[src/rtl/mdio_gw_pkg.sv]
package mdio_gw_pkg;

    localparam int unsigned REG_W     = 32;
    localparam int unsigned TIME_W    = 8;
    localparam int unsigned DATA_W    = 16;
    localparam int unsigned PAD_W     = 5;
    localparam int unsigned PRE_LEN   = 32;
    localparam int unsigned BODY_LEN  = 32;
    localparam int unsigned FRAME_LEN = PRE_LEN + BODY_LEN;
    localparam int unsigned IDX_W     = $clog2(FRAME_LEN);
    localparam int unsigned BODY_AW   = $clog2(BODY_LEN);
    // bit positions within the 64-bit frame, counted from the first preamble bit
    localparam int unsigned TA_POS    = PRE_LEN + 14;
    localparam int unsigned DATA_POS  = TA_POS + 2;

    localparam logic [1:0] OP_WRITE = 2'd1;
    localparam logic [1:0] OP_READ  = 2'd2;

    // gateway word, most significant field first
    typedef struct packed {
        logic              rsv31;
        logic              busy;
        logic              rsv29;
        logic              st;
        logic [1:0]        op;
        logic [PAD_W-1:0]  phy;
        logic [PAD_W-1:0]  regad;
        logic [DATA_W-1:0] data;
    } gw_t;

    // timing word, most significant field first
    typedef struct packed {
        logic [TIME_W-1:0] out_pt;
        logic [TIME_W-1:0] in_pt;
        logic [TIME_W-1:0] period;
        logic [2:0]        rsv7_5;
        logic              drive;
        logic              rsv3;
        logic              volt;
        logic [1:0]        mode;
    } cfg_t;

    typedef enum logic {ENG_IDLE, ENG_RUN} eng_e;

    function automatic gw_t gw_clean(input logic [REG_W-1:0] w);
        gw_t g;
        g       = gw_t'(w);
        g.rsv31 = 1'b0;
        g.rsv29 = 1'b0;
        return g;
    endfunction

    function automatic cfg_t cfg_clean(input logic [REG_W-1:0] w);
        cfg_t c;
        c        = cfg_t'(w);
        c.rsv7_5 = '0;
        c.rsv3   = 1'b0;
        return c;
    endfunction

    function automatic logic [TIME_W-1:0] clamp_pt(input logic [TIME_W-1:0] pt,
                                                   input logic [TIME_W-1:0] per);
        return (pt > per) ? per : pt;
    endfunction

    // everything after the preamble; released bits of a read are filled with zero
    function automatic logic [BODY_LEN-1:0] frame_body(input gw_t g);
        logic rd;
        rd = (g.op == OP_READ);
        return {2'b01, g.op, g.phy, g.regad,
                (rd ? 2'b00 : 2'b10),
                (rd ? {DATA_W{1'b0}} : g.data)};
    endfunction

endpackage

[src/rtl/mdio_mdc_timebase.sv]
module mdio_mdc_timebase
    import mdio_gw_pkg::*;
#(
    parameter int unsigned TW = TIME_W
) (
    input  logic          clk,
    input  logic          rst,
    input  logic          en,
    input  logic [TW-1:0] period,
    input  logic [TW-1:0] out_pt,
    input  logic [TW-1:0] in_pt,
    output logic          mdc,
    output logic          drive_stb,
    output logic          samp_stb,
    output logic          cyc_end
);

    logic [TW-1:0] hc_q;
    logic          mdc_q;
    logic [TW-1:0] o_eff;
    logic [TW-1:0] i_eff;
    logic          half_end;

    assign o_eff    = (out_pt > period) ? period : out_pt;
    assign i_eff    = (in_pt  > period) ? period : in_pt;
    assign half_end = (hc_q >= period);

    always_ff @(posedge clk) begin
        if (rst) begin
            hc_q  <= '0;
            mdc_q <= 1'b0;
        end else if (!en) begin
            hc_q  <= '0;
            mdc_q <= 1'b0;
        end else if (half_end) begin
            hc_q  <= '0;
            mdc_q <= ~mdc_q;
        end else begin
            hc_q  <= hc_q + 1'b1;
        end
    end

    assign mdc       = mdc_q;
    assign drive_stb = en && !mdc_q && (hc_q == o_eff);
    assign samp_stb  = en &&  mdc_q && (hc_q == i_eff);
    assign cyc_end   = en &&  mdc_q && half_end;

endmodule

[src/rtl/mdio_frame_shifter.sv]
module mdio_frame_shifter
    import mdio_gw_pkg::*;
(
    input  logic              clk,
    input  logic              rst,
    input  logic              start,
    input  logic              abort,
    input  gw_t               cmd,
    input  logic              drive_stb,
    input  logic              samp_stb,
    input  logic              cyc_end,
    input  logic              mdio_i,
    output logic              running,
    output logic              mdio_o,
    output logic              mdio_oe,
    output logic              done,
    output logic [DATA_W-1:0] rd_data
);

    localparam logic [IDX_W-1:0] LAST_IDX = IDX_W'(FRAME_LEN - 1);
    localparam logic [IDX_W-1:0] PRE_END  = IDX_W'(PRE_LEN);
    localparam logic [IDX_W-1:0] TA_IDX   = IDX_W'(TA_POS);
    localparam logic [IDX_W-1:0] DAT_IDX  = IDX_W'(DATA_POS);

    eng_e                state_q;
    logic [IDX_W-1:0]    bit_idx;
    logic [BODY_LEN-1:0] body_q;
    logic                is_rd_q;
    logic [DATA_W-1:0]   rd_sh_q;
    logic                o_q;
    logic                oe_q;

    logic [IDX_W-1:0]    rev_idx;
    logic                cur_bit;
    logic                capture;
    logic [DATA_W-1:0]   rd_next;
    logic                last_bit;

    assign rev_idx  = LAST_IDX - bit_idx;
    assign cur_bit  = (bit_idx < PRE_END) ? 1'b1 : body_q[rev_idx[BODY_AW-1:0]];
    assign running  = (state_q == ENG_RUN);
    assign capture  = running && samp_stb && is_rd_q && (bit_idx >= DAT_IDX);
    assign rd_next  = capture ? {rd_sh_q[DATA_W-2:0], mdio_i} : rd_sh_q;
    assign last_bit = (bit_idx == LAST_IDX);

    always_ff @(posedge clk) begin
        if (rst) begin
            state_q <= ENG_IDLE;
            bit_idx <= '0;
            body_q  <= '0;
            is_rd_q <= 1'b0;
            rd_sh_q <= '0;
            o_q     <= 1'b0;
            oe_q    <= 1'b0;
        end else if (abort) begin
            state_q <= ENG_IDLE;
            oe_q    <= 1'b0;
        end else if (state_q == ENG_IDLE) begin
            if (start) begin
                state_q <= ENG_RUN;
                bit_idx <= '0;
                body_q  <= frame_body(cmd);
                is_rd_q <= (cmd.op == OP_READ);
                rd_sh_q <= '0;
            end
        end else begin
            if (drive_stb) begin
                o_q  <= cur_bit;
                oe_q <= !(is_rd_q && (bit_idx >= TA_IDX));
            end
            rd_sh_q <= rd_next;
            if (cyc_end) begin
                if (last_bit) begin
                    state_q <= ENG_IDLE;
                    oe_q    <= 1'b0;
                end else begin
                    bit_idx <= bit_idx + 1'b1;
                end
            end
        end
    end

    assign mdio_o  = o_q;
    assign mdio_oe = oe_q;
    assign done    = running && cyc_end && last_bit;
    assign rd_data = rd_next;

endmodule

[src/rtl/mdio_gw_regs.sv]
module mdio_gw_regs
    import mdio_gw_pkg::*;
#(
    parameter int unsigned AW = 1
) (
    input  logic              clk,
    input  logic              rst,
    input  logic              wen,
    input  logic [AW-1:0]     addr,
    input  logic [REG_W-1:0]  wdata,
    output logic [REG_W-1:0]  rdata,
    input  logic              done,
    input  logic [DATA_W-1:0] rd_data,
    output logic              start,
    output logic              abort,
    output gw_t               cmd,
    output gw_t               gw_cur,
    output cfg_t              cfg_cur
);

    localparam logic [AW-1:0] GW_ADDR  = AW'(0);
    localparam logic [AW-1:0] CFG_ADDR = AW'(1);

    gw_t  gw_q;
    cfg_t cfg_q;
    logic gw_sel;
    logic zero_wr;
    logic accept;

    assign gw_sel  = wen && (addr == GW_ADDR);
    assign zero_wr = (wdata == '0);
    assign abort   = gw_sel && zero_wr;
    assign accept  = gw_sel && !zero_wr && !gw_q.busy;
    assign cmd     = gw_clean(wdata);
    assign start   = accept && cmd.busy;

    always_ff @(posedge clk) begin
        if (rst) begin
            gw_q <= '0;
        end else if (abort) begin
            gw_q <= '0;
        end else if (accept) begin
            gw_q <= cmd;
        end else if (done) begin
            gw_q.busy <= 1'b0;
            if (gw_q.op == OP_READ) begin
                gw_q.data <= rd_data;
            end
        end
    end

    always_ff @(posedge clk) begin
        if (rst) begin
            cfg_q <= '0;
        end else if (wen && (addr == CFG_ADDR)) begin
            cfg_q <= cfg_clean(wdata);
        end
    end

    always_comb begin
        if (addr == GW_ADDR) begin
            rdata = gw_q;
        end else if (addr == CFG_ADDR) begin
            rdata = cfg_q;
        end else begin
            rdata = '0;
        end
    end

    assign gw_cur  = gw_q;
    assign cfg_cur = cfg_q;

endmodule

[src/rtl/mdio_gw_master.sv]
module mdio_gw_master
    import mdio_gw_pkg::*;
#(
    parameter int unsigned REG_AW = 1
) (
    input  logic              clk,
    input  logic              rst,
    input  logic              reg_wen,
    input  logic [REG_AW-1:0] reg_addr,
    input  logic [REG_W-1:0]  reg_wdata,
    output logic [REG_W-1:0]  reg_rdata,
    input  logic              mdio_i,
    output logic              mdc,
    output logic              mdio_o,
    output logic              mdio_oe
);

    gw_t               gw_cur;
    cfg_t              cfg_cur;
    gw_t               cmd_word;
    logic              start_req;
    logic              abort_req;
    logic              done;
    logic [DATA_W-1:0] rd_data;
    logic              running;
    logic              tb_en;
    logic              drive_stb;
    logic              samp_stb;
    logic              cyc_end;
    logic              busy;
    logic [REG_W-1:0]  gw_word;

    assign busy    = gw_cur.busy;
    assign gw_word = gw_cur;
    assign tb_en   = running && !abort_req;

    mdio_gw_regs #(.AW(REG_AW)) u_regs (
        .clk     (clk),
        .rst     (rst),
        .wen     (reg_wen),
        .addr    (reg_addr),
        .wdata   (reg_wdata),
        .rdata   (reg_rdata),
        .done    (done),
        .rd_data (rd_data),
        .start   (start_req),
        .abort   (abort_req),
        .cmd     (cmd_word),
        .gw_cur  (gw_cur),
        .cfg_cur (cfg_cur)
    );

    mdio_mdc_timebase #(.TW(TIME_W)) u_time (
        .clk       (clk),
        .rst       (rst),
        .en        (tb_en),
        .period    (cfg_cur.period),
        .out_pt    (cfg_cur.out_pt),
        .in_pt     (cfg_cur.in_pt),
        .mdc       (mdc),
        .drive_stb (drive_stb),
        .samp_stb  (samp_stb),
        .cyc_end   (cyc_end)
    );

    mdio_frame_shifter u_shift (
        .clk       (clk),
        .rst       (rst),
        .start     (start_req),
        .abort     (abort_req),
        .cmd       (cmd_word),
        .drive_stb (drive_stb),
        .samp_stb  (samp_stb),
        .cyc_end   (cyc_end),
        .mdio_i    (mdio_i),
        .running   (running),
        .mdio_o    (mdio_o),
        .mdio_oe   (mdio_oe),
        .done      (done),
        .rd_data   (rd_data)
    );

endmodule

[config.mk]
export PLATFORM = sky130hd
export DESIGN_NAME = mdio_gw_master
export DESIGN_NICKNAME = d
export VERILOG_FILES = /design/src/rtl/mdio_gw_pkg.sv /design/src/rtl/mdio_mdc_timebase.sv /design/src/rtl/mdio_frame_shifter.sv /design/src/rtl/mdio_gw_regs.sv /design/src/rtl/mdio_gw_master.sv
export SDC_FILE = /design/constraint.sdc
export NUM_CORES = 1
export LEC_CHECK = 0
export BUFFER_PORTS_ARGS = -buffer_cell sky130_fd_sc_hd__clkbuf_2
export CAP_MARGIN = 15
export CORE_MARGIN = 4
export CORE_UTILIZATION = 35
export DETAILED_ROUTE_END_ITERATION = 16
export GPL_ROUTABILITY_DRIVEN = 1
export MAX_ROUTING_LAYER = met4
export PLACE_DENSITY_LB_ADDON = 0.15
export SETUP_SLACK_MARGIN = 0.3
export SYNTH_ARGS = -nofsm -noshare
export SYNTH_HDL_FRONTEND = slang
export SYNTH_SLANG_ARGS = --single-unit
[constraint.sdc]
create_clock -name clk -period 3.9 [get_ports clk]
set_input_delay 0.975 -clock clk [delete_from_list [all_inputs] [get_ports clk]]
set_output_delay 0.975 -clock clk [all_outputs]
set_load 0.01 [all_outputs]
==> flow_summary.yaml, run 1 <==
worst_setup_path:
  cp.required_ps: 4190
  crit_path_max_incr_delay_ps: 600
  rr_worst_depth: 10
  path_buf_inv: 1
  critical_path_class: "reg2reg"
  cp.depth: 10
  critPathSlowestCell: "or4_4"
  crit_fanout: 15
  crit_arrival_ps: 3580
  r2r-start: "u_regs.cfg_cur[9]"
  crit_chain: "inv_1, ha_1, and4b_1, a211oi_1, o22ai_1, mux2i_1, nor2_1, or4_4, nor2b_4, a221o_1"
  startpoint: "u_regs.cfg_cur[9]"
  cp_top_family: "simple AND/OR/NAND/NOR gates"
  cp-end-kind: "flop"
  r2r_slack_ps: 610
  r2r_end: "u_regs.gw_cur[13]"
  cp-start-kind: "flop"
  worstSetupEndpoint: "u_regs.gw_cur[13]"
logic_synthesis:
  yosys-top-cells-area: "dfxtp_1 (39%), nand2_1 (9.7%), a21oi_1 (6.6%)"
  yosys.area.top_type: "dfxtp_1"
  yosysWarnings: 0
  synth_edf_count: 0
  synth_ff_type: "dfxtp_1"
  synth_top_area_frac: 0.3885
  syn_area_sq_um: 6337
  ys_seq_area_frac: 0.3885
  synth_cell_types: 62
  synthArstFlopShare: 0
  ys_ff_latch: 123
  syn-num-nets: 794
  synth.avg_cell_area_sq_um: 8.669
  synthCells: 731
timing:
  drv_slew: 0
  fin_worst_skew_ps: 13.51
  min_period_over_period: 0.8426
  fin_crit_ps: 3286
  fin_setup_tns_ps: 0
  relSlewSlack: 0.2603
  rsz0062_at_grt: "no"
  setup_viol: 0
  fmax_ghz: 0.3043
  hold_viol: 0
  worst_pin_slew_ps: 1106
power:
  powerDensity_nw_per_um2: 454.2
  irDropWorstVdd_v: 0.0003079
  p_leak_nw: 3.026
clocking:
  clockRootBuffer: "clkbuf_16"
  cts.reportedPaths.clkPinSlew_ps: 50
  clk_latency_ps: 420
  cts_num_sinks: 123
  cts_hold_buffers: 0
  cts_tree: "built"
  cts_made_buffers: 17
  cts_max_path_buffers: 2
  htreeDepth: 4
hold_path:
  min_path_type: "reg2reg"
  holdCritStartpoint: "u_regs.gw_cur[20]"
routing:
  via_count: 5763
  wl_per_cell_um: 19.22
  drt-initial-drc-count: 432
  vias_per_cell: 5.574
  ant_nets: 0
  route.detailed.drc: 0
  routed_wl_um: 19870
  first_pass_iters: 5
final_layout:
  diodes: 0
  final_util: 0.4326
  final_area_sq_um: 7587
  fill_cells: 1755
  drive_gt1_frac: 0.2176
  fin_nets: 859
  area_growth_pct: 19.72
place:
  io_buffers: 71
  place_congestion: 0.8896
  dpl_cell_area_sq_um: 6924
  hpwl_um: 14670
run:
  maxCapViolCount: 0
die:
  initial_core_util: 0.3614
  die_h_um: 142.6
  die_x_um: 142.6
  pin_count: 72
  rows: 48
  die_area_sq_um: 20320
  core_sq_um: 17540
global_route:
  grt.overflow.total: 0
  grt_pass1_vias: 5720
  antenna_found_initial: 0
  grt_max_degree: 46
  grt_usage: 0.2051
  grt_first_pass_wirelength_um: 31710
run_status:
  status: "finished, final reports clean"
## Yosys cell counts (all sizes together), types with 3 or more instances
cell type	count
a21o	3
xnor2	15
nand4	10
a221o	18
o21ai	8
nor4	11
and2	6
mux4	7
nor2	31
or4	3
xor2	7
clkbuf	33
and3	3
nor2b	15
o221ai	3
ha	26
nand2b	4
nor3b	3
a211o	3
nor3	5
buf	11
mux2i	7
mux2	30
a22o	28
inv	18
or2	3
nand3	10
a211oi	4
dfxtp	123
nand2	163
or3	3
o21a	4
o22ai	5
a21oi	84
o211ai	4
## area by class of cell
class                      instances  area (sq um)  share of cell area
inverter                          18         67.56            0.008905
multi-input combinational        546          3622              0.4774
timing repair buffer              90         498.0             0.06563
tap                              225         281.5             0.03710
clock inverter                    14         216.5             0.02853
clock buffer                      18         439.2             0.05788
sequential                       123          2462              0.3245
## per-stage QoR
| step | total power [mW] | cells | worst slack [ps] | hold slack, ps |
|---|---|---|---|---|
| global route | 3.579 | 1034 | 320.1 | 474.7 |
| CTS | 3.473 | 1034 | 533.5 | 452.9 |
| finish | 3.446 | 1034 | 613.8 | 450.2 |
| detailed placement | 1.733 | 1002 | 375.8 | 445.4 |
| floorplan | 1.583 | 731 | 692.7 | 426.3 |
| global placement | 1.727 | 1002 | 397.0 | 439.2 |
## cell usage in the layout, fill, tap and decap left out, types with 8 or more instances in the layout
cell type	instances
nand3_1	10
mux2_2	30
nor2_1	30
a221o_1	18
nor2b_1	14
clkbuf_2	71
ha_1	26
clkbuf_16	17
dfxtp_1	123
nand2_1	163
a22o_1	28
buf_4	19
inv_1	18
nand4_1	8
xnor2_1	15
a21oi_1	84
nor4_1	10
## flip-flops by register name (all words and copies together), names as in the netlist
name and flops:
u_time.hc_q 8, u_regs.cfg_cur 28, u_shift.bit_idx 6, u_shift.running 1, u_shift.is_rd_q 1, u_shift.mdio_oe 1
u_shift.rd_sh_q 16, u_shift.mdio_o 1, u_shift.body_q 30, u_regs.gw_cur 30, u_time.mdc 1
## tightest hold or removal path, stage by stage (launching register included)
cell     delay, ps
dfxtp_1        300
nand2_1         50
a21oi_1         50
## cell families after synthesis
| family | count (synthesis) | synth area share |
|---|---|---|
| simple gates | 275 | 0.2055 |
| compound gates | 179 | 0.1933 |
| flops | 123 | 0.3885 |
| buf+inv | 62 | 0.04166 |
| mux | 44 | 0.08924 |
| fa+ha+maj | 26 | 0.05133 |
| xor+xnor | 22 | 0.03041 |
## how the worst min path moves through the flow
stage	end	slack [ps]	cells past startpoint
floorplan	u_shift.body_q[17]	430	1
global placement	u_regs.cfg_cur[1]	440	2
detailed placement	u_regs.gw_cur[20]	450	2
CTS	u_regs.gw_cur[20]	450	2
global route	u_regs.gw_cur[18]	470	2
finish	u_regs.gw_cur[20]	450	2
## repair_timing
action,4_1_cts,5_1_grt
setup endpoints to repair,0,11
buffers inserted,0,0
gates resized for setup,0,2
## metal layers
layer | vias to the layer above | share of wire | global-route usage
li1 | 2749 | - | -
met1 | 2790 | 0.47 | 0.2699
met2 | 192 | 0.46 | 0.3121
met3 | 32 | 0.052 | 0.04234
met4 | 0 | 0.019 | 0.07404
met5 | - | 0 | -
## power by group
part	switching [mW]	leakage, nW	internal, mW
combinational	0.232	1.72	0.145
sequential	0.0346	0.999	1.30
clock	0.585	0.309	1.15
(Power assumes the default switching activity.)
==> run 2, diff against run 1 <==
--- a/config.mk
+++ b/config.mk
@@ -5,6 +5,7 @@
 export SDC_FILE = /design/constraint.sdc
 export NUM_CORES = 1
 export LEC_CHECK = 0
+export ABC_AREA = 1
 export BUFFER_PORTS_ARGS = -buffer_cell sky130_fd_sc_hd__clkbuf_2
 export CAP_MARGIN = 15
 export CORE_MARGIN = 4
==> constraint.sdc (replaced) <==
create_clock -name clk -period 3.3 [get_ports clk]
set_input_delay 0.825 -clock clk [delete_from_list [all_inputs] [get_ports clk]]
set_output_delay 0.825 -clock clk [all_outputs]
set_load 0.01 [all_outputs]
==> run 2 against run 1 <==
Net effect: utilization increased by 0.053 points; clock skew down 5.0 ps; worst setup slack worse by 95 ps; first-iteration DRC count grew 22%; non-clock buffer count is 6 higher; critical endpoint is now u_regs.gw_cur[2]; cell area increased by 7.9%; total power increased by 30%; highest routed layer unchanged; synthesized cell count is 41% higher; area after synthesis grew 7.2%; sequential share of layout area decreased by 2.4 points; maximum frequency up 18%; register-to-register slack worse by 95 ps.
==> flow_summary.yaml, run 2 <==
worst_setup_path:
  cp-start-kind: "flop"
  crit_arrival_ps: 3090
  cp.required_ps: 3610
  cp_top_family: "simple AND/OR/NAND/NOR gates"
  critical_path_class: "reg2reg"
  cp-end-kind: "flop"
  r2r_slack_ps: 520
  cp.depth: 13
  crit_fanout: 16
  crit_path_max_incr_delay_ps: 380
  path_buf_inv: 2
  rr_worst_depth: 13
  critPathSlowestCell: "dfxtp_1"
  crit_chain: "inv_1, ha_1, nand2_1, nor2_1, nand4_1, o2111ai_1, nand3_1, nor2_1, nand3_1, nand2_2, o21ai_0, inv_1, a21oi_1"
routing:
  via_count: 6803
  vias_per_cell: 4.951
  ant_nets: 0
  wl_per_cell_um: 16.10
  routed-wl-met3_um: 939
  highest_layer: "met4"
  route.detailed.drc: 0
  wl_met2_um: 9954
  wl_met1_um: 10890
  drt-initial-drc-count: 528
  first_pass_iters: 5
  routed_wl_um: 22130
global_route:
  grt_first_pass_wirelength_um: 34740
  grt_max_degree: 45
  antenna_found_initial: 0
  grt_usage: 0.2100
  grt_pass1_vias: 6236
  grt.overflow.total: 0
hold_path:
  min_path_type: "reg2reg"
  hold_depth: 2
clocking:
  clockRootBuffer: "clkbuf_16"
  clk_latency_ps: 430
  cts.reportedPaths.clkPinSlew_ps: 60
  cts_num_sinks: 123
  htreeDepth: 4
  cts_tree: "built"
  cts_max_path_buffers: 2
  cts_made_buffers: 17
power:
  p_int_mw: 3.174
  power_frac_comb: 0.180
  p_sw_mw: 1.316
  p_seq_frac: 0.353
  powerDensity_nw_per_um2: 548.6
  clkPwrFrac: 0.467
  irDropWorstVdd_v: 0.0003452
  p_leak_nw: 3.557
  netSwitchingFraction: 0.2931
  power.total_mw: 4.490
logic_synthesis:
  ys_seq_area_frac: 0.3624
  synth_commonest_cells: "nand2_1 (234), inv_1 (135), dfxtp_1 (123)"
  synth_cell_types: 39
  synth_ff_type: "dfxtp_1"
  syn_area_sq_um: 6795
  yosys.area.top_type: "dfxtp_1"
  synth_edf_count: 0
  yosys-top-cells-area: "dfxtp_1 (36%), nand2_1 (13%), o21ai_0 (8.5%)"
  synth_top_area_frac: 0.3624
  ys_ff_latch: 123
  yosysWarnings: 0
  syn-num-nets: 1095
  synthCells: 1032
  synthArstFlopShare: 0
  synth_most_common_cell: "nand2_1"
  synth.avg_cell_area_sq_um: 6.585
timing:
  fin_hold_ws_ps: 448.8
  fin_worst_skew_ps: 8.533
  relSlewSlack: 0.5962
  fin_crit_ps: 2781
  fmax_ghz: 0.3595
  setup_viol: 0
  rsz0062_at_grt: "no"
  hold_viol: 0
  worst_pin_slew_ps: 605.6
  fin_ws_ps: 518.6
  drv_slew: 0
  min_period_over_period: 0.8428
place:
  dp.cells: 1339
  io_buffers: 71
  hpwl_um: 16730
  dpl_worst_slack_ps: -32.36
  place_congestion: 0.8782
final_layout:
  area_growth_pct: 20.44
  final_cells: 1374
  drive_gt1_frac: 0.1481
  fin_nets: 1164
  final_cell_mix: "nand2_1 (232), inv_1 (134), dfxtp_1 (122), o21ai_0 (116), nand3_1 (111)"
  mostFrequentLayoutCell: "nand2_1"
  diodes: 0
run:
  maxCapViolCount: 0
die:
  die_area_sq_um: 21710
  die_x_um: 147.3
  rows: 50
  core_sq_um: 18890
  pin_count: 72
  die_h_um: 147.3
  initial_core_util: 0.3597
run_status:
  status: "finished, final reports clean"
==> run 2: cell count changes after synthesis, moves of 30 or more <==
cell / previous run / this run
o21ai_0: 8 / 116
mux2_2: 30 / 0
nor2_1: 30 / 82
nand2_1: 163 / 234
nand3_1: 10 / 111
inv_1: 18 / 135
==> run 2: worst paths after layout <==
kind	from	endpoint
min reg2reg	u_shift.rd_sh_q[10]	u_shift.rd_sh_q[10]
min	u_shift.rd_sh_q[10]	u_shift.rd_sh_q[10]
max reg2reg	u_regs.cfg_cur[13]	u_regs.gw_cur[2]
max	u_regs.cfg_cur[13]	u_regs.gw_cur[2]
==> run 2: timing repair <==
action	in CTS	in global routing
setup buffers	0	3
setup endpoints to repair	16	55
pin swaps	0	3
hold buffers	0	0
resized for setup	1	6
==> run 2: cells by family after synthesis <==
family                     Yosys count  share of synthesized area
xor gates and xnor gates             7                   0.009022
buffers and inverters              185                     0.1066
DFF                                123                     0.3624
AOI/OAI and AO/OA                  226                     0.1747
and+or+nand+nor                    465                     0.2994
adders and majority gates           26                    0.04787
==> run 2: metal layers <==
metal  up-vias  track usage
li1       3487            -
met3        22      0.03393
met4         0      0.06198
met5         -            -
met2       160       0.3219
met1      3134       0.2863
==> run 2: tightest hold or removal path, stage by stage (launching register included) <==
cell and delay [ps]:
dfxtp_1 310, nand2_1 60, nand2_1 40
==> run 2: final cells by class <==
class | instances | area [sq um]
clock buffer | 20 | 456.7
tap | 260 | 325.3
multi-input combinational | 724 | 3630
fill | 2067 | 10710
sequential | 123 | 2464
timing repair buffer | 96 | 593.1
clock inverter | 12 | 193.9
inverter | 139 | 521.8
==> run 2: power groups by stage <==
| stage | clock network, mW | registers [mW] | logic, mW |
|---|---|---|---|
| global placement | 0 | 1.62 | 0.796 |
| detailed placement | 0 | 1.62 | 0.795 |
| CTS | 2.13 | 1.58 | 0.799 |
| finish | 2.10 | 1.58 | 0.807 |
| global route | 2.18 | 1.59 | 0.910 |
| floorplan | 0 | 1.60 | 0.550 |
==> run 2: metrics by stage <==
stage	instance area (sq um)	utilization	setup TNS (ps)
finish	8184	0.4332	0
CTS	8107	0.4291	0
global route	8184	0.4332	0
floorplan	6795	-	0
global placement	7451	0.3944	0
detailed placement	7451	0.3944	-40.99
==> run 3, diff against run 2 <==
==> constraint.sdc (replaced) <==
create_clock -name clk -period 2.4 [get_ports clk]
set_input_delay 0.6 -clock clk [delete_from_list [all_inputs] [get_ports clk]]
set_output_delay 0.6 -clock clk [all_outputs]
set_load 0.01 [all_outputs]
==> run 3 against run 2 <==
Net effect: the run now ends with negative setup slack left; cell count up 8.3%; critical endpoint is now u_regs.gw_cur[6]; count of clock-buffer cells in the layout increased by 3; critical path type unchanged; maximum frequency increased by 11%; combinational power rose by 120%.
==> flow_summary.yaml, run 3 (synthesis results as in run 2) <==
clocking:
  cts_num_sinks: 123
  cts_max_path_buffers: 2
  cts.reportedPaths.clkPinSlew_ps: 60
  cts_tree: "built"
  clockRootBuffer: "clkbuf_16"
  clk_latency_ps: 420
  cts_made_buffers: 17
  htreeDepth: 4
global_route:
  grtUsageMet2: 0.3509
  grt_first_pass_wirelength_um: 37810
  top_usage_layer: "met2"
  grt_max_degree: 49
  grt.overflow.total: 0
  met3_usage: 0.03917
  grt_pass1_vias: 7079
  gr-usage-met1: 0.2984
  grt_usage: 0.2261
  antenna_found_initial: 0
die:
  core_sq_um: 18890
  die_x_um: 147.3
  pin_count: 72
  die_h_um: 147.3
  initial_core_util: 0.3597
  rows: 50
  die_area_sq_um: 21710
hold_path:
  min_path_type: "reg2reg"
  holdCritStartpoint: "u_shift.rd_sh_q[7]"
  hold_depth: 2
routing:
  wl_per_cell_um: 16.15
  via_count: 7356
  routed_wl_um: 24030
  ant_nets: 0
  route.detailed.drc: 0
  drt-initial-drc-count: 453
  vias_per_cell: 4.944
  first_pass_iters: 5
power:
  irDropWorstVdd_v: 0.0005422
  p_leak_nw: 4.274
  powerDensity_nw_per_um2: 652.6
worst_setup_path:
  r2r-start: "u_regs.cfg_cur[13]"
  startpoint: "u_regs.cfg_cur[13]"
  rr_worst_depth: 16
  critical_path_class: "reg2reg"
  worstSetupEndpoint: "u_regs.gw_cur[6]"
  cp-end-kind: "flop"
  r2r_end: "u_regs.gw_cur[6]"
  cp-start-kind: "flop"
  r2r_slack_ps: -110
  crit_fanout: 8
  cp.required_ps: 2700
  crit_arrival_ps: 2810
timing:
  fin_setup_tns_ps: -2219
  fin_crit_ps: 2514
  drv_slew: 0
  fin_worst_skew_ps: 6.987
  relSlewSlack: 0.6598
  fin_ws_ps: -113.7
  rsz0062_at_grt: "yes"
  fmax_ghz: 0.3978
  worst_pin_slew_ps: 509.5
  hold_viol: 0
  setup_viol: 34
  min_period_over_period: 1.047
final_layout:
  fin_nets: 1280
  mostFrequentLayoutCell: "nand2_1"
  diodes: 0
  final_util: 0.5372
  final_cell_mix: "nand2_1 (201), inv_1 (123), dfxtp_1 (115), buf_4 (107), o21ai_0 (100)"
  area_growth_pct: 49.35
  drive_gt1_frac: 0.3542
place:
  hpwl_um: 17360
  place_congestion: 0.8947
  io_buffers: 71
run_status:
  status: "complete, but fails checks"
  violations: "negative setup slack"
run:
  maxCapViolCount: 0
==> run 3: changes by cell type in the layout (fill, tap and decap cells not counted), moves of 16 or more <==
| cell | delta |
|---|---|
| nand2_1 | -31 |
| nand3_1 | -61 |
| nand2_2 | +25 |
| buf_4 | +86 |
| o21ai_0 | -16 |
| buf_6 | +19 |
| nand3_2 | +46 |
==> run 3: final cells by class <==
class / instances / area (sq um)
Fill cell: 1823 / 8745
Multi-Input combinational cell: 726 / 4552
Sequential cell: 123 / 2472
Timing Repair Buffer: 210 / 1648
Inverter: 139 / 549.3
Clock buffer: 23 / 488.0
Tap cell: 260 / 325.3
Clock inverter: 7 / 113.9
==> run 3: metrics by stage <==
stage	setup slack (ps)	hold slack, ps	total power [mW]	cells	area [sq um]
after floorplan	159.8	424.5	3.025	1032	6985
after global placement	-223.2	436.1	3.563	1435	8433
after detailed placement	-224.0	438.7	3.571	1435	8433
after CTS	-1.528	452.6	6.431	1477	9633
after global routing	-243.6	467.6	6.917	1488	10150
final	-113.7	451.6	6.623	1488	10150
==> run 3: metal layers <==
metal  vias to the layer above  share of wire  routed length (um)
met3                        35          0.047                1126
li1                       3725              -                   -
met5                         -              0                   0
met4                         0          0.027                 657
met1                      3403           0.46               11070
met2                       193           0.47               11180
==> run 3: critical path: stages (launching register included) <==
cell	delay [ps]
dfxtp_2	350
inv_4	60
ha_4	280
nand2_4	60
nor2_4	150
nand4_4	230
nand2_8	170
nand2_1	100
nand3_2	80
nand2_1	50
nor2_1	120
nand2_2	120
nor2_4	190
clkbuf_16	220
nand3_2	90
nand3_2	70
a21oi_1	60
==> run 3: report_power, final <==
part / total (mW) / internal (mW) / switching (mW)
Sequential: 2.18 / 2.13 / 0.0547
Clock: 2.67 / 1.73 / 0.941
Combinational: 1.77 / 0.728 / 1.04
Total: 6.62 / 4.59 / 2.04
==> run 3: what timing repair did <==
action | in CTS | in global routing
gates resized for setup | 120 | 93
endpoints found under the setup margin | 51 | 82
hold buffers | 0 | 0
pin swaps | 25 | 46
buffers inserted | 9 | 8
gates cloned | 3 | 3
==> run 3: how the worst min path moves through the flow <==
stage,end,slack (ps)
detailed placement,u_shift.rd_sh_q[9],440
floorplan,u_shift.body_q[29],420
CTS,u_shift.rd_sh_q[9],450
finish,u_shift.rd_sh_q[7],450
global placement,u_shift.rd_sh_q[13],440
global route,u_shift.rd_sh_q[7],470
